`src/rtl/elem_issue_pkg.sv`:
```
package elem_issue_pkg;
  typedef enum logic [0:0] {
    ST_IDLE = 1'b0,
    ST_RUN  = 1'b1
  } seq_state_t;
endpackage

```
`src/rtl/eis_lowbit_pick.sv`:
```
// Finds the lowest set bit of a pool, returns its position and the pool without it.
module eis_lowbit_pick #(
  parameter int W  = 64,
  parameter int PW = $clog2(W)
) (
  input  logic [W-1:0]  pool_i,
  output logic          found_o,
  output logic [PW-1:0] idx_o,
  output logic [W-1:0]  rest_o
);
  logic [W-1:0] iso;

  always_comb begin
    iso     = pool_i & (~pool_i + W'(1));
    found_o = |pool_i;
    rest_o  = pool_i & ~iso;
    idx_o   = '0;
    for (int i = 0; i < W; i++) begin
      if (iso[i]) idx_o = PW'(i);
    end
  end
endmodule

```
`src/rtl/eis_index_gen.sv`:
```
// Register index of one operand for one element.
module eis_index_gen #(
  parameter int REGW = 5,
  parameter int EW   = 6,
  parameter int IW   = 7
) (
  input  logic [REGW-1:0] base_i,
  input  logic            vec_i,
  input  logic [EW-1:0]   elem_i,
  output logic [IW-1:0]   idx_o
);
  always_comb begin
    if (vec_i) idx_o = IW'(base_i) + IW'(elem_i);
    else       idx_o = IW'(base_i);
  end
endmodule

```
`src/rtl/elem_issue_seq.sv`:
```
module elem_issue_seq
  import elem_issue_pkg::*;
#(
  parameter int LANES = 4,
  parameter int XLEN  = 64,
  parameter int REGW  = 5,
  localparam int EW   = $clog2(XLEN),
  localparam int VW   = $clog2(XLEN + 1),
  localparam int IW   = $clog2((1 << REGW) + XLEN)
) (
  input  logic                clk,
  input  logic                rst,
  input  logic                start_i,
  output logic                ready_o,
  input  logic [REGW-1:0]     rd_i,
  input  logic [REGW-1:0]     rs1_i,
  input  logic [REGW-1:0]     rs2_i,
  input  logic                rd_vec_i,
  input  logic                rs1_vec_i,
  input  logic                rs2_vec_i,
  input  logic [VW-1:0]       vl_i,
  input  logic [XLEN-1:0]     pred_i,
  output logic [LANES-1:0]    lane_valid_o,
  output logic [LANES*EW-1:0] lane_elem_o,
  output logic [LANES*IW-1:0] lane_rd_o,
  output logic [LANES*IW-1:0] lane_rs1_o,
  output logic [LANES*IW-1:0] lane_rs2_o,
  output logic                done_o
);

  seq_state_t        state_q;
  logic [XLEN-1:0]   remain_q;
  logic [REGW-1:0]   rd_q, rs1_q, rs2_q;
  logic              rd_vec_q, rs1_vec_q, rs2_vec_q;
  logic              last_q;
  logic              done_q;

  logic [XLEN-1:0]   vl_mask;
  logic [XLEN-1:0]   active;
  logic [XLEN-1:0]   pool [0:LANES];
  logic [LANES-1:0]  pick_found;
  logic [EW-1:0]     pick_idx [LANES];
  logic [IW-1:0]     nxt_rd [LANES];
  logic [IW-1:0]     nxt_rs1 [LANES];
  logic [IW-1:0]     nxt_rs2 [LANES];

  logic [LANES-1:0]  valid_q;
  logic [EW-1:0]     elem_q [LANES];
  logic [IW-1:0]     rd_idx_q [LANES];
  logic [IW-1:0]     rs1_idx_q [LANES];
  logic [IW-1:0]     rs2_idx_q [LANES];

  // Elements at or above the vector length never run; lengths past XLEN saturate.
  always_comb begin
    for (int i = 0; i < XLEN; i++) vl_mask[i] = (VW'(i) < vl_i);
    active = pred_i & vl_mask;
  end

  assign pool[0] = remain_q;

  generate
    for (genvar k = 0; k < LANES; k++) begin : g_lane
      eis_lowbit_pick #(.W(XLEN), .PW(EW)) u_pick (
        .pool_i (pool[k]),
        .found_o(pick_found[k]),
        .idx_o  (pick_idx[k]),
        .rest_o (pool[k+1])
      );
      eis_index_gen #(.REGW(REGW), .EW(EW), .IW(IW)) u_rd (
        .base_i(rd_q), .vec_i(rd_vec_q), .elem_i(pick_idx[k]), .idx_o(nxt_rd[k])
      );
      eis_index_gen #(.REGW(REGW), .EW(EW), .IW(IW)) u_rs1 (
        .base_i(rs1_q), .vec_i(rs1_vec_q), .elem_i(pick_idx[k]), .idx_o(nxt_rs1[k])
      );
      eis_index_gen #(.REGW(REGW), .EW(EW), .IW(IW)) u_rs2 (
        .base_i(rs2_q), .vec_i(rs2_vec_q), .elem_i(pick_idx[k]), .idx_o(nxt_rs2[k])
      );
      assign lane_elem_o[k*EW +: EW] = elem_q[k];
      assign lane_rd_o[k*IW +: IW]   = rd_idx_q[k];
      assign lane_rs1_o[k*IW +: IW]  = rs1_idx_q[k];
      assign lane_rs2_o[k*IW +: IW]  = rs2_idx_q[k];
    end
  endgenerate

  assign ready_o      = (state_q == ST_IDLE) && !last_q;
  assign lane_valid_o = valid_q;
  assign done_o       = done_q;

  always_ff @(posedge clk) begin
    if (rst) begin
      state_q   <= ST_IDLE;
      remain_q  <= '0;
      rd_q      <= '0;
      rs1_q     <= '0;
      rs2_q     <= '0;
      rd_vec_q  <= 1'b0;
      rs1_vec_q <= 1'b0;
      rs2_vec_q <= 1'b0;
      last_q    <= 1'b0;
      done_q    <= 1'b0;
      valid_q   <= '0;
      for (int k = 0; k < LANES; k++) begin
        elem_q[k]    <= '0;
        rd_idx_q[k]  <= '0;
        rs1_idx_q[k] <= '0;
        rs2_idx_q[k] <= '0;
      end
    end else begin
      done_q  <= last_q;
      last_q  <= 1'b0;
      valid_q <= '0;
      case (state_q)
        ST_IDLE: begin
          if (start_i && ready_o) begin
            remain_q  <= active;
            rd_q      <= rd_i;
            rs1_q     <= rs1_i;
            rs2_q     <= rs2_i;
            rd_vec_q  <= rd_vec_i;
            rs1_vec_q <= rs1_vec_i;
            rs2_vec_q <= rs2_vec_i;
            if (active == '0) done_q  <= 1'b1;
            else              state_q <= ST_RUN;
          end
        end
        ST_RUN: begin
          valid_q  <= pick_found;
          remain_q <= pool[LANES];
          for (int k = 0; k < LANES; k++) begin
            elem_q[k]    <= pick_idx[k];
            rd_idx_q[k]  <= nxt_rd[k];
            rs1_idx_q[k] <= nxt_rs1[k];
            rs2_idx_q[k] <= nxt_rs2[k];
          end
          if (pool[LANES] == '0) begin
            state_q <= ST_IDLE;
            last_q  <= 1'b1;
          end
        end
        default: state_q <= ST_IDLE;
      endcase
    end
  end

endmodule

```
`config.mk`:
```
export PLATFORM = sky130hd
export DESIGN_NAME = elem_issue_seq
export DESIGN_NICKNAME = d
export VERILOG_FILES = /design/src/rtl/elem_issue_pkg.sv /design/src/rtl/eis_lowbit_pick.sv /design/src/rtl/eis_index_gen.sv /design/src/rtl/elem_issue_seq.sv
export SDC_FILE = /design/constraint.sdc
export NUM_CORES = 1
export LEC_CHECK = 0
export ABC_AREA = 1
export BUFFER_PORTS_ARGS = -buffer_cell sky130_fd_sc_hd__buf_2
export CAP_MARGIN = 20
export CORE_UTILIZATION = 50
export DETAILED_ROUTE_END_ITERATION = 8
export PLACE_DENSITY = 0.72
export SYNTH_ARGS = -nofsm -noshare
export SYNTH_HDL_FRONTEND = slang
export SYNTH_SLANG_ARGS = --single-unit
export TNS_END_PERCENT = 100
```
`constraint.sdc`:
```
create_clock -name clk -period 6.4 [get_ports clk]
set_clock_uncertainty 0.15 [all_clocks]
set_input_delay 0.64 -clock clk [delete_from_list [all_inputs] [get_ports clk]]
set_output_delay 0.64 -clock clk [all_outputs]
set_load 0.005 [all_outputs]
```
Word level (Yosys, flattened, before mapping). Memories as Yosys holds them, arrays and structs flattened. Index checks and enable logic that the tools add are counted.

Word-level logic and storage cells: 436. RAM bits: 108. Input port bits: 92. Output and inout bits: 114. Memories: 4. Register bits after elaboration: 89.

Reductions and logical operators: 11. Bitwise logic cells: 34. Eq/ne operators: 1. Order comparisons: 64. Multiplexer cells: 295. Add/sub/neg operators: 16.

Memories: rd_idx_q (words 4, bits a word 7, rd ports 4, clocked after Yosys merged registers in 0, write ports 4, line elem_issue_seq.sv:49) `logic [IW-1:0] rd_idx_q [LANES];`; rs1_idx_q (words 4, bits a word 7, rd ports 4, clocked after Yosys merged registers in 0, write ports 4, line elem_issue_seq.sv:50) `logic [IW-1:0] rs1_idx_q [LANES];`; rs2_idx_q (words 4, bits a word 7, rd ports 4, clocked after Yosys merged registers in 0, write ports 4, line elem_issue_seq.sv:51) `logic [IW-1:0] rs2_idx_q [LANES];`; elem_q (words 4, bits a word 6, rd ports 4, clocked after Yosys merged registers in 0, write ports 4, line elem_issue_seq.sv:48) `logic [EW-1:0] elem_q [LANES];`.

Operator list (count): 6-bit 2-to-1 mux (132); 64-bit AND (9); 64-bit NOT (8); 5-bit 2-to-1 mux (64); 64-bit by 1-bit adder with 64-bit output, second input constant (4); 64-bit OR reduction (4); 6-bit by 7-bit less-than comparator with 1-bit output, first input constant (32); 7-bit 2-to-1 mux (24); 64-bit zero test (2); 4-bit 2-to-1 mux (32); 64-bit case mux with 2 select lines (1); 5-bit by 7-bit less-than comparator with 1-bit output, first input constant (16); 5-bit by 6-bit adder with 7-bit output (12); 64-bit 2-to-1 mux (1); 4-bit by 7-bit less-than comparator with 1-bit output, first input constant (8); 3-bit 2-to-1 mux (16); 3-bit by 7-bit less-than comparator with 1-bit output, first input constant (4); 1-bit 2-to-1 mux (16); 2-bit 2-to-1 mux (8); 1-bit bitwise OR (16); 1-bit by 7-bit less-than comparator with 1-bit output, first input constant (2); 2-bit by 7-bit less-than comparator with 1-bit output, first input constant (2); 1-bit logical AND (2); 2-bit by 1-bit != test with 1-bit output, second input constant (1); 5 further kinds (5).

Longest topological paths before layout.
Word-level depth: 84. Gate-level depth with buffers: 47. Mapped depth without buffers: 46.

Modules after synthesis. A second synthesis with hierarchy kept.

Cell total of the unflattened synthesis: 3299. Area, all modules: 20024.2 µm².

Modules (own cells, without submodules): elem_issue_seq (times used 1, cells each 967, seq. area each 5024.8 µm², area an instance 8573.2 µm²); eis_lowbit_pick (times used 4, cells each 433, seq. area each 0.0 µm², area an instance 2042.0 µm²); eis_index_gen at g_lane[0].u_rd ... (times used 8, cells each 51, seq. area each 0.0 µm², area an instance 275.3 µm²); eis_index_gen at g_lane[0].u_rs2 ... (times used 4, cells each 48, seq. area each 0.0 µm², area an instance 270.3 µm²).

Worst setup path before layout. No wires, ideal clock.

Path kind: reg2reg. Start: register remain_q[3]. End: memory rs1_idx_q[3][4] (data pin). Slack: 1.135 ns. Data arrival time: 4.847 ns. Stages on the path, launching flop included: 40. Data required time: 5.982 ns. Clock period less this slack: 5.265 ns. Setup time: 0.268 ns. Path buffers: 2. Cell sequence: dfxtp_1 > buf_2 > nor2_4 > nand2_4 > nand2_2 > nand2_1 > nor2_2 > nor2_1 > nor2_4 > nand2_1 > nor2_2 > nand2_2 > nor2_4 > nand2_1 > nand2_2 > nand2_2 > nor2_4 > nand2_4 > [... 4 more ...] > nor2_2 > and2_4 > nand2_4 > nor2_4 > nand2_4 > nor2_8 > buf_4 > nand4_1 > or2_0 > nand4_1 > nor2_1 > inv_1 > ha_1 > inv_1 > fa_1 > o21a_1 > xor2_1 > o21ai_0.

RTL lines: from (decl) (line elem_issue_seq.sv:32) `logic [XLEN-1:0] remain_q;`; from (signal assigned) (line elem_issue_seq.sv:115) `remain_q <= active;`; from (signal assigned) (line elem_issue_seq.sv:128) `remain_q <= pool[LANES];`; to (decl) (line elem_issue_seq.sv:50).

==> summary.txt <==
Clocking
  – Hold-fix buffers, CTS: 0
  – Clock Sinks: 197
  – CTS root buffer: clkbuf_16
  – CTS Buf Count: 17
  – CTS tree: done
  – CTS H-tree depth: 4
  – Maximum clock path buffer count: 2
  – Clk Latency, worst-skew pair: 0.46 ns
  – Reg clk slew, reported paths: 0.08 ns

Setup path
  – CP Launch Type: flop
  – Crit. End Element: flop
  – Critical Path RT: 6.57 ns
  – FF-to-FF path depth: 27
  – Worst reg2reg setup slack: 0.10 ns
  – Crit path DAT: 6.46 ns
  – Crit path kind: flop to flop
  – CP Max Fanout: 8

Route
  – DR WL/cell: 21.0 um
  – DR pass1 iterations: 8
  – Routed WL: 79200 um
  – Iteration-0 DRC count of the detailed router: 2147
  – Final ANT Viol Nets: 0
  – Vias: 22073
  – Vias per Instance: 5.87
  – DRC Markers: 0

Global route
  – Global-route wire length before repair: 119000 um
  – GRT Total Usage: 0.414
  – Vias in the first global route: 21176
  – Congestion Overflow GR: 0
  – Initial antenna violation count: 0
  – Largest net degree at the start of global routing: 79

Hold path
  – HP Class: input pin to flop
  – Min-Delay Path Depth: 3

Synthesis
  – Compound-Gate Fraction of Synth Area: 0.152
  – Post-synthesis simple-gate area fraction: 0.401
  – Adder-cell share of the synthesized area: 0.0540
  – Avg Inst Size Synth: 6.33 um2
  – Synth warnings: 0
  – Number of synthesized flops with an enable pin: 108
  – Cells after synthesis: 2898
  – Most used flip-flop cell after synthesis: edfxtp_1
  – Xor/xnor share of the synthesized area: 0.0115
  – Asr flop ratio synth: 0
  – Netlist cell types: 69
  – Sequential area share after synthesis: 0.274
  – Multiplexer share of the synthesized area: 0
  – Cell Area, Synth: 18400 um2
  – Main combinational cell family by area after synthesis: simple AND/OR/NAND/NOR gates
  – Syn nets: 3062
  – #FFs+latches synth: 197

STA
  – Hold WS: 0.302 ns
  – Setup_tns: 0 ns
  – Fin crit period: 6.30 ns
  – Fmax achieved: 159 MHz
  – Fin crit share: 0.984
  – Setup violators final: 0
  – Max-slew headroom: 0.318
  – Final slew viol count: 0
  – Actual slew at the worst max-slew pin: 1.02 ns
  – Final hold violations: 0

Final layout
  – Final Cell Area: 22600 um2
  – Commonest non-fill, non-tap cell in the layout: nand2_1
  – Area growth syn-to-layout: 23.2%
  – Commonest cells after routing, fill and taps aside: nand2_1 (675), inv_1 (427), nor2_1 (396)
  – Fraction of layout cells with a size suffix above 1: 0.226
  – Nets: 3452
  – N_diodes: 0
  – Fin cells: 3762

Floorplanning
  – IO Pins: 206
  – Chip height: 194 um
  – Row count: 69
  – CORE AREA: 35800 um2
  – Die ar.: 37500 um2
  – Initial core utilization: 0.512
  – Die Width: 194 um

Power
  – Cell Pwr Density: 613 nW/um2
  – Leak pwr: 12.4 nW
  – Overall power: 13.9 mW
  – Worst VDD drop: 0.000296 V

Placement
  – Routability Congestion: 1.06
  – Placed Cells: 3713
  – Number of buffers added on ports: 205
  – Dpl hpwl: 65100 um
  – DP Area: 21300 um2

Job
  – Max-cap violations: 0

Outcome
  – Run status: completed
metrics by stage:
step	util	setup WS, ns
after floorplan	-	1.13
after global placement	0.594	-0.0553
after detailed placement	0.594	-0.120
after CTS	0.611	0.00787
after global routing	0.631	-0.125
final	0.631	0.103
synthesized netlist by cell type, drive strengths merged (2+ instances only):
| cell | instances | area share |
|---|---|---|
| a2bb2oi | 2 | 0.00095 |
| o211ai | 48 | 0.020 |
| o21bai | 3 | 0.0012 |
| o2111ai | 11 | 0.0052 |
| nor2 | 482 | 0.11 |
| fa | 12 | 0.013 |
| nor4 | 23 | 0.0078 |
| o31ai | 7 | 0.0029 |
| nand3 | 192 | 0.057 |
| dfxtp | 89 | 0.097 |
| o41ai | 4 | 0.0023 |
| o221ai | 20 | 0.0095 |
| ha | 60 | 0.041 |
| a31oi | 38 | 0.013 |
| a21oi | 92 | 0.025 |
| nand4 | 78 | 0.027 |
| inv | 474 | 0.097 |
| xnor2 | 2 | 0.00095 |
| buf | 6 | 0.0019 |
| o22ai | 23 | 0.0078 |
| a32oi | 2 | 0.00095 |
| a211oi | 7 | 0.0029 |
| edfxtp | 108 | 0.18 |
| or2 | 21 | 0.0072 |
| xor2 | 22 | 0.010 |
| a21o | 2 | 0.00082 |
| a22oi | 2 | 0.00082 |
| clkinv | 6 | 0.0013 |
| a221oi | 4 | 0.0019 |
| nand2 | 760 | 0.16 |
| a2111oi | 2 | 0.00095 |
| clkbuf | 41 | 0.0084 |
| a41oi | 7 | 0.0033 |
| nor4b | 3 | 0.0014 |
| nor3b | 2 | 0.00082 |
| and2 | 9 | 0.0033 |
| o21a | 15 | 0.0061 |
| o21ai | 157 | 0.044 |
| nor3 | 46 | 0.015 |
| nand3b | 8 | 0.0033 |
power by group:
part / internal, mW / switching, mW
combinational: 3.92 / 6.89
clock: 0.542 / 0.546
sequential: 1.73 / 0.245
total: 6.19 / 7.68
metal layers:
metal / share of wire / vias to the layer above / GRT usage
li1: - / 10396 / -
met1: 0.35 / 10055 / 0.453
met2: 0.47 / 1265 / 0.713
met3: 0.079 / 357 / 0.0607
met4: 0.095 / 0 / 0.343
met5: 0 / - / 0
cell type report:
cell class	instances	area [um2]
fillers	3327	13200
multi-input cells	2174	11900
flip-flops and latches	197	5030
repair buffers	418	2660
inverters	480	1800
well taps	461	577
clock buffers	20	457
clock inverters	12	141
timing repair:
action / in CTS / in global routing
endpoints found under the setup margin: 11 / 33
buffers inserted: 0 / 17
resized for setup: 5 / 151
pin swaps: 0 / 41
sequential cells by signal, summed over array words and instances, names as in the netlist:
name          count
done_o            1
elem_q           24
lane_valid_o      4
last_q            1
rd_idx_q         28
rd_q              5
rd_vec_q          1
remain_q         64
rs1_idx_q        28
rs1_q             5
rs1_vec_q         1
rs2_idx_q        28
rs2_q             5
rs2_vec_q         1
state_q           1
critical path: stages (launching register included):
cell	delay, ns
dfxtp_2	0.36
nor2_4	0.24
nand2_8	0.11
nor2_8	0.23
nand3b_1	0.18
nand2_4	0.15
nand2_1	0.10
nor2_4	0.13
nand2_2	0.10
nor2_2	0.13
nand2_1	0.08
inv_2	0.11
nand2_4	0.09
o21ai_4	0.17
buf_4	0.13
nor2_1	0.05
a31oi_1	0.22
o211ai_1	0.21
or3_1	0.48
nor4_1	0.61
nand2_1	0.58
ha_1	0.55
nand2_1	0.08
o21a_1	0.17
or2_2	0.28
a21oi_1	0.22
nand2_1	0.12
inv_1	0.09
path summary, 6_finish.rpt:
check | startpoint | to
hold reg to reg | rs1_vec_q$_SDFFE_PP0P_ | rs1_vec_q$_SDFFE_PP0P_
setup reg to reg | remain_q[3]$_SDFFE_PP0P_ | rs1_idx_q[2][6]$_SDFFCE_PN0P_
hold / removal | rs1_i[2] | rs1_q[2]$_SDFFE_PP0P_
setup / recovery | remain_q[3]$_SDFFE_PP0P_ | rs1_idx_q[2][6]$_SDFFCE_PN0P_
kinds of logic (layout without fill, tap and decap cells):
| group | Yosys count | after routing |
|---|---|---|
| and+or+nand+nor | 1627 | 1627 |
| buffers and inverters | 527 | 930 |
| AOI/OAI and AO/OA | 451 | 451 |
| DFF | 197 | 197 |
| adders and majority gates | 72 | 72 |
| xor gates and xnor gates | 24 | 24 |
No activity file was read; power rests on OpenSTA's default activity.
